File: config.mk
export PLATFORM = sky130hd
export DESIGN_NAME = smb_window_guard
export DESIGN_NICKNAME = d
export VERILOG_FILES = /design/src/rtl/smb_pkg.sv /design/src/rtl/smb_lock_fsm.sv /design/src/rtl/smb_window_decode.sv /design/src/rtl/smb_access_gate.sv /design/src/rtl/smb_window_guard.sv
export SDC_FILE = /design/constraint.sdc
export NUM_CORES = 1
export LEC_CHECK = 0
export BUFFER_PORTS_ARGS = -buffer_cell sky130_fd_sc_hd__buf_4
export CAP_MARGIN = 20
export CORE_UTILIZATION = 28
export CTS_CLUSTER_SIZE = 14
export DETAILED_ROUTE_END_ITERATION = 10
export PLACE_DENSITY_LB_ADDON = 0.05
export SYNTH_ARGS = -nofsm -noshare
export SYNTH_HDL_FRONTEND = slang
export SYNTH_SLANG_ARGS = --single-unit
File: constraint.sdc
create_clock -name clk -period 1.3 [get_ports clk]
set_input_delay 0.065 -clock clk [delete_from_list [all_inputs] [get_ports clk]]
set_output_delay 0.065 -clock clk [all_outputs]
set_load 0.02 [all_outputs]
File: src/rtl/smb_pkg.sv
package smb_pkg;

  typedef enum logic [1:0] {
    LK_IDLE = 2'd0,
    LK_OPEN = 2'd1,
    LK_SHUT = 2'd2
  } lock_state_e;

  typedef enum logic [1:0] {
    GT_IDLE = 2'd0,
    GT_RAM  = 2'd1,
    GT_FILL = 2'd2
  } gate_state_e;

  localparam logic [7:0] RB_IDLE = 8'h00;
  localparam logic [7:0] RB_OPEN = 8'h01;
  localparam logic [7:0] RB_SHUT = 8'h02;

endpackage

File: src/rtl/smb_lock_fsm.sv
module smb_lock_fsm
  import smb_pkg::*;
#(
  parameter int              CFG_AW      = 8,
  parameter logic [CFG_AW-1:0] CFG_OFFSET = 8'h9C,
  parameter logic [7:0]      NEG_CODE    = 8'hFF,
  parameter logic [7:0]      LOCK_CODE   = 8'h02,
  parameter bit              LEGACY_MODE = 1'b0
) (
  input  logic              clk,
  input  logic              rst_n,
  input  logic              cfg_we,
  input  logic [CFG_AW-1:0] cfg_addr,
  input  logic [7:0]        cfg_wdata,
  output logic [7:0]        cfg_rdata,
  output logic              lock_active
);

  logic       hit;
  logic [7:0] value;

  assign hit       = (cfg_addr == CFG_OFFSET);
  assign cfg_rdata = hit ? value : 8'h00;

  generate
    if (LEGACY_MODE) begin : g_plain
      logic [7:0] byte_q;

      always_ff @(posedge clk or negedge rst_n) begin
        if (!rst_n)             byte_q <= 8'h00;
        else if (cfg_we && hit) byte_q <= cfg_wdata;
      end

      assign value       = byte_q;
      assign lock_active = 1'b0;

    end else begin : g_negotiated
      lock_state_e st_q;
      lock_state_e st_d;

      always_comb begin
        st_d = st_q;
        if (cfg_we && hit) begin
          unique case (st_q)
            LK_IDLE: if (cfg_wdata == NEG_CODE)  st_d = LK_OPEN;
            LK_OPEN: if (cfg_wdata == LOCK_CODE) st_d = LK_SHUT;
            default: st_d = st_q;
          endcase
        end
      end

      always_ff @(posedge clk or negedge rst_n) begin
        if (!rst_n) st_q <= LK_IDLE;
        else        st_q <= st_d;
      end

      always_comb begin
        unique case (st_q)
          LK_OPEN: value = RB_OPEN;
          LK_SHUT: value = RB_SHUT;
          default: value = RB_IDLE;
        endcase
      end

      assign lock_active = (st_q == LK_SHUT);

      // once sealed, nothing but reset reopens the window
      a_r5_lock_sticky: assert property (@(posedge clk) disable iff (!rst_n)
        lock_active |=> lock_active);

      // in idle, a non-negotiation write leaves the readback at zero
      a_r2_idle_ignores: assert property (@(posedge clk) disable iff (!rst_n)
        (value == RB_IDLE && cfg_we && hit && cfg_wdata != NEG_CODE)
          |=> (value == RB_IDLE));

      // in the enabled state, only the lock code moves the machine
      a_r4_open_holds: assert property (@(posedge clk) disable iff (!rst_n)
        (value == RB_OPEN && !(cfg_we && hit && cfg_wdata == LOCK_CODE))
          |=> (value == RB_OPEN));
    end
  endgenerate

endmodule

File: src/rtl/smb_window_decode.sv
module smb_window_decode #(
  parameter int                ADDR_W   = 32,
  parameter logic [ADDR_W-1:0] WIN_BASE = 32'h0003_0000,
  parameter logic [ADDR_W-1:0] WIN_SIZE = 32'h0002_0000
) (
  input  logic [ADDR_W-1:0] addr,
  output logic              in_window
);

  localparam logic [ADDR_W:0] WIN_END = {1'b0, WIN_BASE} + {1'b0, WIN_SIZE};

  logic above_base;
  logic below_end;

  assign above_base = (addr >= WIN_BASE);
  assign below_end  = ({1'b0, addr} < WIN_END);
  assign in_window  = above_base && below_end;

endmodule

File: src/rtl/smb_access_gate.sv
module smb_access_gate
  import smb_pkg::*;
#(
  parameter int ADDR_W = 32,
  parameter int DATA_W = 8
) (
  input  logic              clk,
  input  logic              rst_n,
  input  logic              blocked,
  input  logic              req_valid,
  output logic              req_ready,
  input  logic [ADDR_W-1:0] req_addr,
  input  logic              req_write,
  input  logic [DATA_W-1:0] req_wdata,
  output logic              ram_valid,
  input  logic              ram_ready,
  output logic [ADDR_W-1:0] ram_addr,
  output logic              ram_write,
  output logic [DATA_W-1:0] ram_wdata,
  input  logic              ram_rsp_valid,
  input  logic [DATA_W-1:0] ram_rsp_data,
  output logic              rsp_valid,
  output logic [DATA_W-1:0] rsp_data
);

  localparam logic [DATA_W-1:0] FILL = {DATA_W{1'b1}};

  gate_state_e g_q;
  gate_state_e g_d;
  logic        free;
  logic        take;

  assign free      = (g_q == GT_IDLE);
  assign req_ready = free && (blocked || ram_ready);
  assign take      = req_valid && req_ready;

  assign ram_valid = req_valid && free && !blocked;
  assign ram_addr  = req_addr;
  assign ram_write = req_write;
  assign ram_wdata = req_wdata;

  always_comb begin
    g_d = g_q;
    unique case (g_q)
      GT_IDLE: if (take && !req_write) g_d = blocked ? GT_FILL : GT_RAM;
      GT_RAM:  if (ram_rsp_valid)      g_d = GT_IDLE;
      GT_FILL: g_d = GT_IDLE;
      default: g_d = GT_IDLE;
    endcase
  end

  always_ff @(posedge clk or negedge rst_n) begin
    if (!rst_n) g_q <= GT_IDLE;
    else        g_q <= g_d;
  end

  assign rsp_valid = (g_q == GT_FILL) || ((g_q == GT_RAM) && ram_rsp_valid);
  assign rsp_data  = (g_q == GT_FILL) ? FILL : ram_rsp_data;

  // an accepted read closes the request port for the next cycle
  a_r12_single_read: assert property (@(posedge clk) disable iff (!rst_n)
    (take && !req_write) |=> !req_ready);

  // a blocked read is answered with all ones one cycle later
  a_r8_fill_response: assert property (@(posedge clk) disable iff (!rst_n)
    (take && !req_write && blocked) |=> (rsp_valid && rsp_data == FILL));

endmodule

File: src/rtl/smb_window_guard.sv
module smb_window_guard
  import smb_pkg::*;
#(
  parameter int                ADDR_W      = 32,
  parameter int                DATA_W      = 8,
  parameter int                CFG_AW      = 8,
  parameter logic [CFG_AW-1:0] CFG_OFFSET  = 8'h9C,
  parameter logic [ADDR_W-1:0] WIN_BASE    = 32'h0003_0000,
  parameter logic [ADDR_W-1:0] WIN_SIZE    = 32'h0002_0000,
  parameter bit                LEGACY_MODE = 1'b0
) (
  input  logic              clk,
  input  logic              rst_n,
  input  logic              cfg_we,
  input  logic [CFG_AW-1:0] cfg_addr,
  input  logic [7:0]        cfg_wdata,
  output logic [7:0]        cfg_rdata,
  input  logic              req_valid,
  output logic              req_ready,
  input  logic [ADDR_W-1:0] req_addr,
  input  logic              req_write,
  input  logic              req_smm,
  input  logic [DATA_W-1:0] req_wdata,
  output logic              ram_valid,
  input  logic              ram_ready,
  output logic [ADDR_W-1:0] ram_addr,
  output logic              ram_write,
  output logic [DATA_W-1:0] ram_wdata,
  input  logic              ram_rsp_valid,
  input  logic [DATA_W-1:0] ram_rsp_data,
  output logic              rsp_valid,
  output logic [DATA_W-1:0] rsp_data
);

  logic lock_active;
  logic in_win;
  logic blocked;

  smb_lock_fsm #(
    .CFG_AW      (CFG_AW),
    .CFG_OFFSET  (CFG_OFFSET),
    .NEG_CODE    (8'hFF),
    .LOCK_CODE   (8'h02),
    .LEGACY_MODE (LEGACY_MODE)
  ) u_fsm (
    .clk         (clk),
    .rst_n       (rst_n),
    .cfg_we      (cfg_we),
    .cfg_addr    (cfg_addr),
    .cfg_wdata   (cfg_wdata),
    .cfg_rdata   (cfg_rdata),
    .lock_active (lock_active)
  );

  smb_window_decode #(
    .ADDR_W   (ADDR_W),
    .WIN_BASE (WIN_BASE),
    .WIN_SIZE (WIN_SIZE)
  ) u_dec (
    .addr      (req_addr),
    .in_window (in_win)
  );

  assign blocked = lock_active && in_win && !req_smm;

  smb_access_gate #(
    .ADDR_W (ADDR_W),
    .DATA_W (DATA_W)
  ) u_gate (
    .clk           (clk),
    .rst_n         (rst_n),
    .blocked       (blocked),
    .req_valid     (req_valid),
    .req_ready     (req_ready),
    .req_addr      (req_addr),
    .req_write     (req_write),
    .req_wdata     (req_wdata),
    .ram_valid     (ram_valid),
    .ram_ready     (ram_ready),
    .ram_addr      (ram_addr),
    .ram_write     (ram_write),
    .ram_wdata     (ram_wdata),
    .ram_rsp_valid (ram_rsp_valid),
    .ram_rsp_data  (ram_rsp_data),
    .rsp_valid     (rsp_valid),
    .rsp_data      (rsp_data)
  );

  // a locked, unqualified access to the region never reaches RAM
  a_r7_no_ram_leak: assert property (@(posedge clk) disable iff (!rst_n)
    (req_valid && lock_active && in_win && !req_smm) |-> !ram_valid);

  // qualified traffic is never held back by the lock
  a_r9_smm_passes: assert property (@(posedge clk) disable iff (!rst_n)
    (req_valid && req_smm && req_ready) |-> ram_valid);

endmodule

==> results.json <==
{
  "status": "complete, but fails checks",
  "violations": "setup timing",
  "drive_gt1_frac": 0.657,
  "synth_top_area_cell": "buf_4",
  "clock-sinks": 4,
  "floorplan.rows": 18,
  "crit_family": "simple AND/OR/NAND/NOR gates",
  "rsz0062_at_grt": "yes",
  "hold_viol_final": 0,
  "grt_pass1_vias": 612,
  "track_usage": 0.113,
  "root_buffer": "clkbuf_4",
  "fin_ws_ns": -0.171,
  "routedLengthMet1_um": 641,
  "yosys_warnings": 0,
  "synth-seq-area-share": 0.128,
  "stdcell_count": 170,
  "r2r_cells": 5,
  "insertion_delay_ns": 0.23,
  "r2r_slack_ns": 0.07,
  "cp-end-kind": "output pin",
  "cp_num_buf_inv": 1,
  "wl_met3_um": 234,
  "ys_ff_latch": 4,
  "cp.required_ns": 1.24,
  "die_x_um": 54.8,
  "htree_levels": 1,
  "worst_clock_skew_ns": 0.00248,
  "drt_pass1_iterations": 3,
  "routed.top_layer": "met4",
  "antenna_found_initial": 0,
  "power_density_nw_per_um2": 524,
  "crit_start": "u_fsm.g_negotiated.st_q[0]",
  "num-nets-final": 214,
  "grt_pass1_wl_mm": 2.43,
  "io_buffers": 77,
  "hold_class": "input pin to flop",
  "grt_max_degree": 10,
  "wire_per_inst_um": 10.7,
  "fin_area_sq_um": 1150,
  "p_leak_nw": 0.605,
  "drv_slew": 0,
  "r2r_start": "u_fsm.g_negotiated.st_q[0]",
  "max_cap_violations": 0,
  "avgViaCountPerCell": 4.36,
  "route.met2.wl_um": 930,
  "n_antenna_cell": 0,
  "grt_overflow_total": 0,
  "r2r-end": "u_gate.g_q[0]",
  "synth_area_per_cell_sq_um": 7.97,
  "cts_made_buffers": 3,
  "finalWorstPathRequiredPeriod_ns": 1.47,
  "dieArea_sq_um": 3000,
  "die_y_um": 54.8,
  "start_util": 0.307,
  "drt_iter0_markers": 9,
  "core_area_sq_um": 2540,
  "syn-instance-count": 98,
  "cp_max_fo": 3,
  "register_area_sq_um": 100,
  "vias": 742,
  "startpoint_type": "flop",
  "fin_crit_sh": 1.13,
  "cts_tree": "done",
  "cp-endpoint": "req_ready",
  "synth_cell_types": 25,
  "drc": 0,
  "crit_type": "flop to output pin",
  "areaGrowthSynthToFinish_pct": 46.8,
  "critical-path-slowest-cell": "dfrtp_1",
  "pre_cts_slack_ns": -0.0168,
  "multi_input_area_sq_um": 364,
  "cp.depth": 5,
  "yosysTopAreaCellShare": 0.452,
  "ir_worst_vdd_mv": 0.268,
  "cp_cell_sequence": "nor4b_2, nand4_1, nor2_2, o21a_1, buf_6",
  "dp_hpwl_mm": 1.64,
  "drt-total-wl_mm": 1.81,
  "synthesis.area_sq_um": 781,
  "cts_buffer_depth": 2,
  "drtAntennaViolNets": 0,
  "final.fill_count": 258,
  "worstPathArrival_ns": 1.41,
  "gp_congestion": 0.627,
  "setup_violations": 2,
  "final_core_utilization": 0.450,
  "place_inst": 165,
  "synthTopCellsByArea": "buf_4 (45%), dfrtp_1 (13%), nand2b_1 (6.4%)",
  "place_area_sq_um": 1080,
  "path_clk_slew_ns": 0.04,
  "critPathMaxStageDelay_ns": 0.37,
  "ioPinCount": 132,
  "clock.fmax_mhz": 680
}
## synthesized netlist by cell type
master,count
conb_1,1
and3b_2,1
nor2_1,8
nand4bb_4,1
or3b_1,1
dfrtp_1,4
nand2b_1,8
nor4b_1,1
inv_1,1
nand2_1,5
xnor2_1,1
nand4b_1,1
o32ai_1,1
nor4_1,5
o211ai_2,1
and4b_1,1
o21a_1,1
and3b_1,2
buf_4,47
o21bai_1,1
nor4_4,1
nand4_1,2
o211ai_1,1
a21oi_1,1
nand3b_1,1
## what timing repair did
action / 4_1_cts / 5_1_grt
gates resized for setup: 5 / 2
setup buffers: 2 / 0
hold endpoints to repair: 4 / 0
endpoints found under the setup margin: 2 / 13
pin swaps: 3 / 6
hold buffers: 1 / 0
## worst min path at each step
stage                         start                    endpoint  slack [ns]  cells past startpoint
after global routing      req_write               u_gate.g_q[1]        0.02                      2
after global placement        rst_n               u_gate.g_q[0]       -0.14                      1
after CTS                 req_write               u_gate.g_q[1]        0.01                      2
after floorplan               rst_n  u_fsm.g_negotiated.st_q[0]       -0.23                      0
final                     req_write               u_gate.g_q[1]        0.02                      2
after detailed placement      rst_n               u_gate.g_q[0]       -0.14                      1
## where the power goes
part / switching (mW) / leakage, nW / internal (mW) / total, mW
logic: 0.148 / 0.536 / 0.175 / 0.323
clock network: 0.0443 / 0.0138 / 0.103 / 0.147
registers: 0.00223 / 0.0551 / 0.128 / 0.130
total: 0.194 / 0.605 / 0.406 / 0.600
## through the flow
step / total power, mW / setup TNS, ns / hold slack, ns
detailed placement: 0.449 / -0.0168 / -0.136
global placement: 0.447 / 0 / -0.137
global route: 0.642 / -0.622 / 0.0236
floorplan: 0.409 / 0 / -0.231
CTS: 0.611 / -0.383 / 0.00985
finish: 0.600 / -0.303 / 0.0202
## routing by layer
| layer | vias up | GRT usage |
|---|---|---|
| met3 | 2 | 0.0472 |
| met5 | - | 0 |
| li1 | 364 | - |
| met1 | 320 | 0.129 |
| met2 | 56 | 0.183 |
| met4 | 0 | 0.0470 |
## state kept, by name, indices dropped and copies added (netlist names)
| signal | cells |
|---|---|
| u_gate.g_q | 2 |
| u_fsm.g_negotiated.st_q | 2 |
## worst register-to-register path, delay by kind of cell, from the launching register on
kind                   cells  cell delay (ns)
buffers and inverters      1             0.13
DFF                        1             0.37
AOI/OAI and AO/OA          1             0.05
and+or+nand+nor            3             0.56
## cell families (layout without fill, tap and decap cells)
logic type	after synthesis	after routing	share of synthesized area
other	1	6	0.00480
flip-flops	4	4	0.128
buffers and inverters	48	85	0.457
AO/OA/AOI/OAI	6	6	0.0625
AND/OR/NAND/NOR	38	38	0.337
XOR/XNOR	1	1	0.0112
## final cells by class
class / instances / share of cell area
tap: 30 / 0.0328
sequential: 4 / 0.0873
multi-input combinational: 51 / 0.318
timing repair buffer: 81 / 0.539
clock buffer: 3 / 0.0197
inverter: 1 / 0.00328
## cell usage in the layout, fill, tap and decap left out, drive strengths merged
master and count:
a21oi 1, and3b 3, and4b 1, buf 80, clkbuf 3, conb 6
dfrtp 4, dlygate4sd3 1, inv 1, nand2 5, nand2b 8, nand3b 1
nand4 2, nand4b 1, nand4bb 1, nor2 8, nor4 6, nor4b 1
o211ai 2, o21a 1, o21bai 1, o32ai 1, or3b 1, xnor2 1
Note: power is estimated with default switching activity, not from simulation.
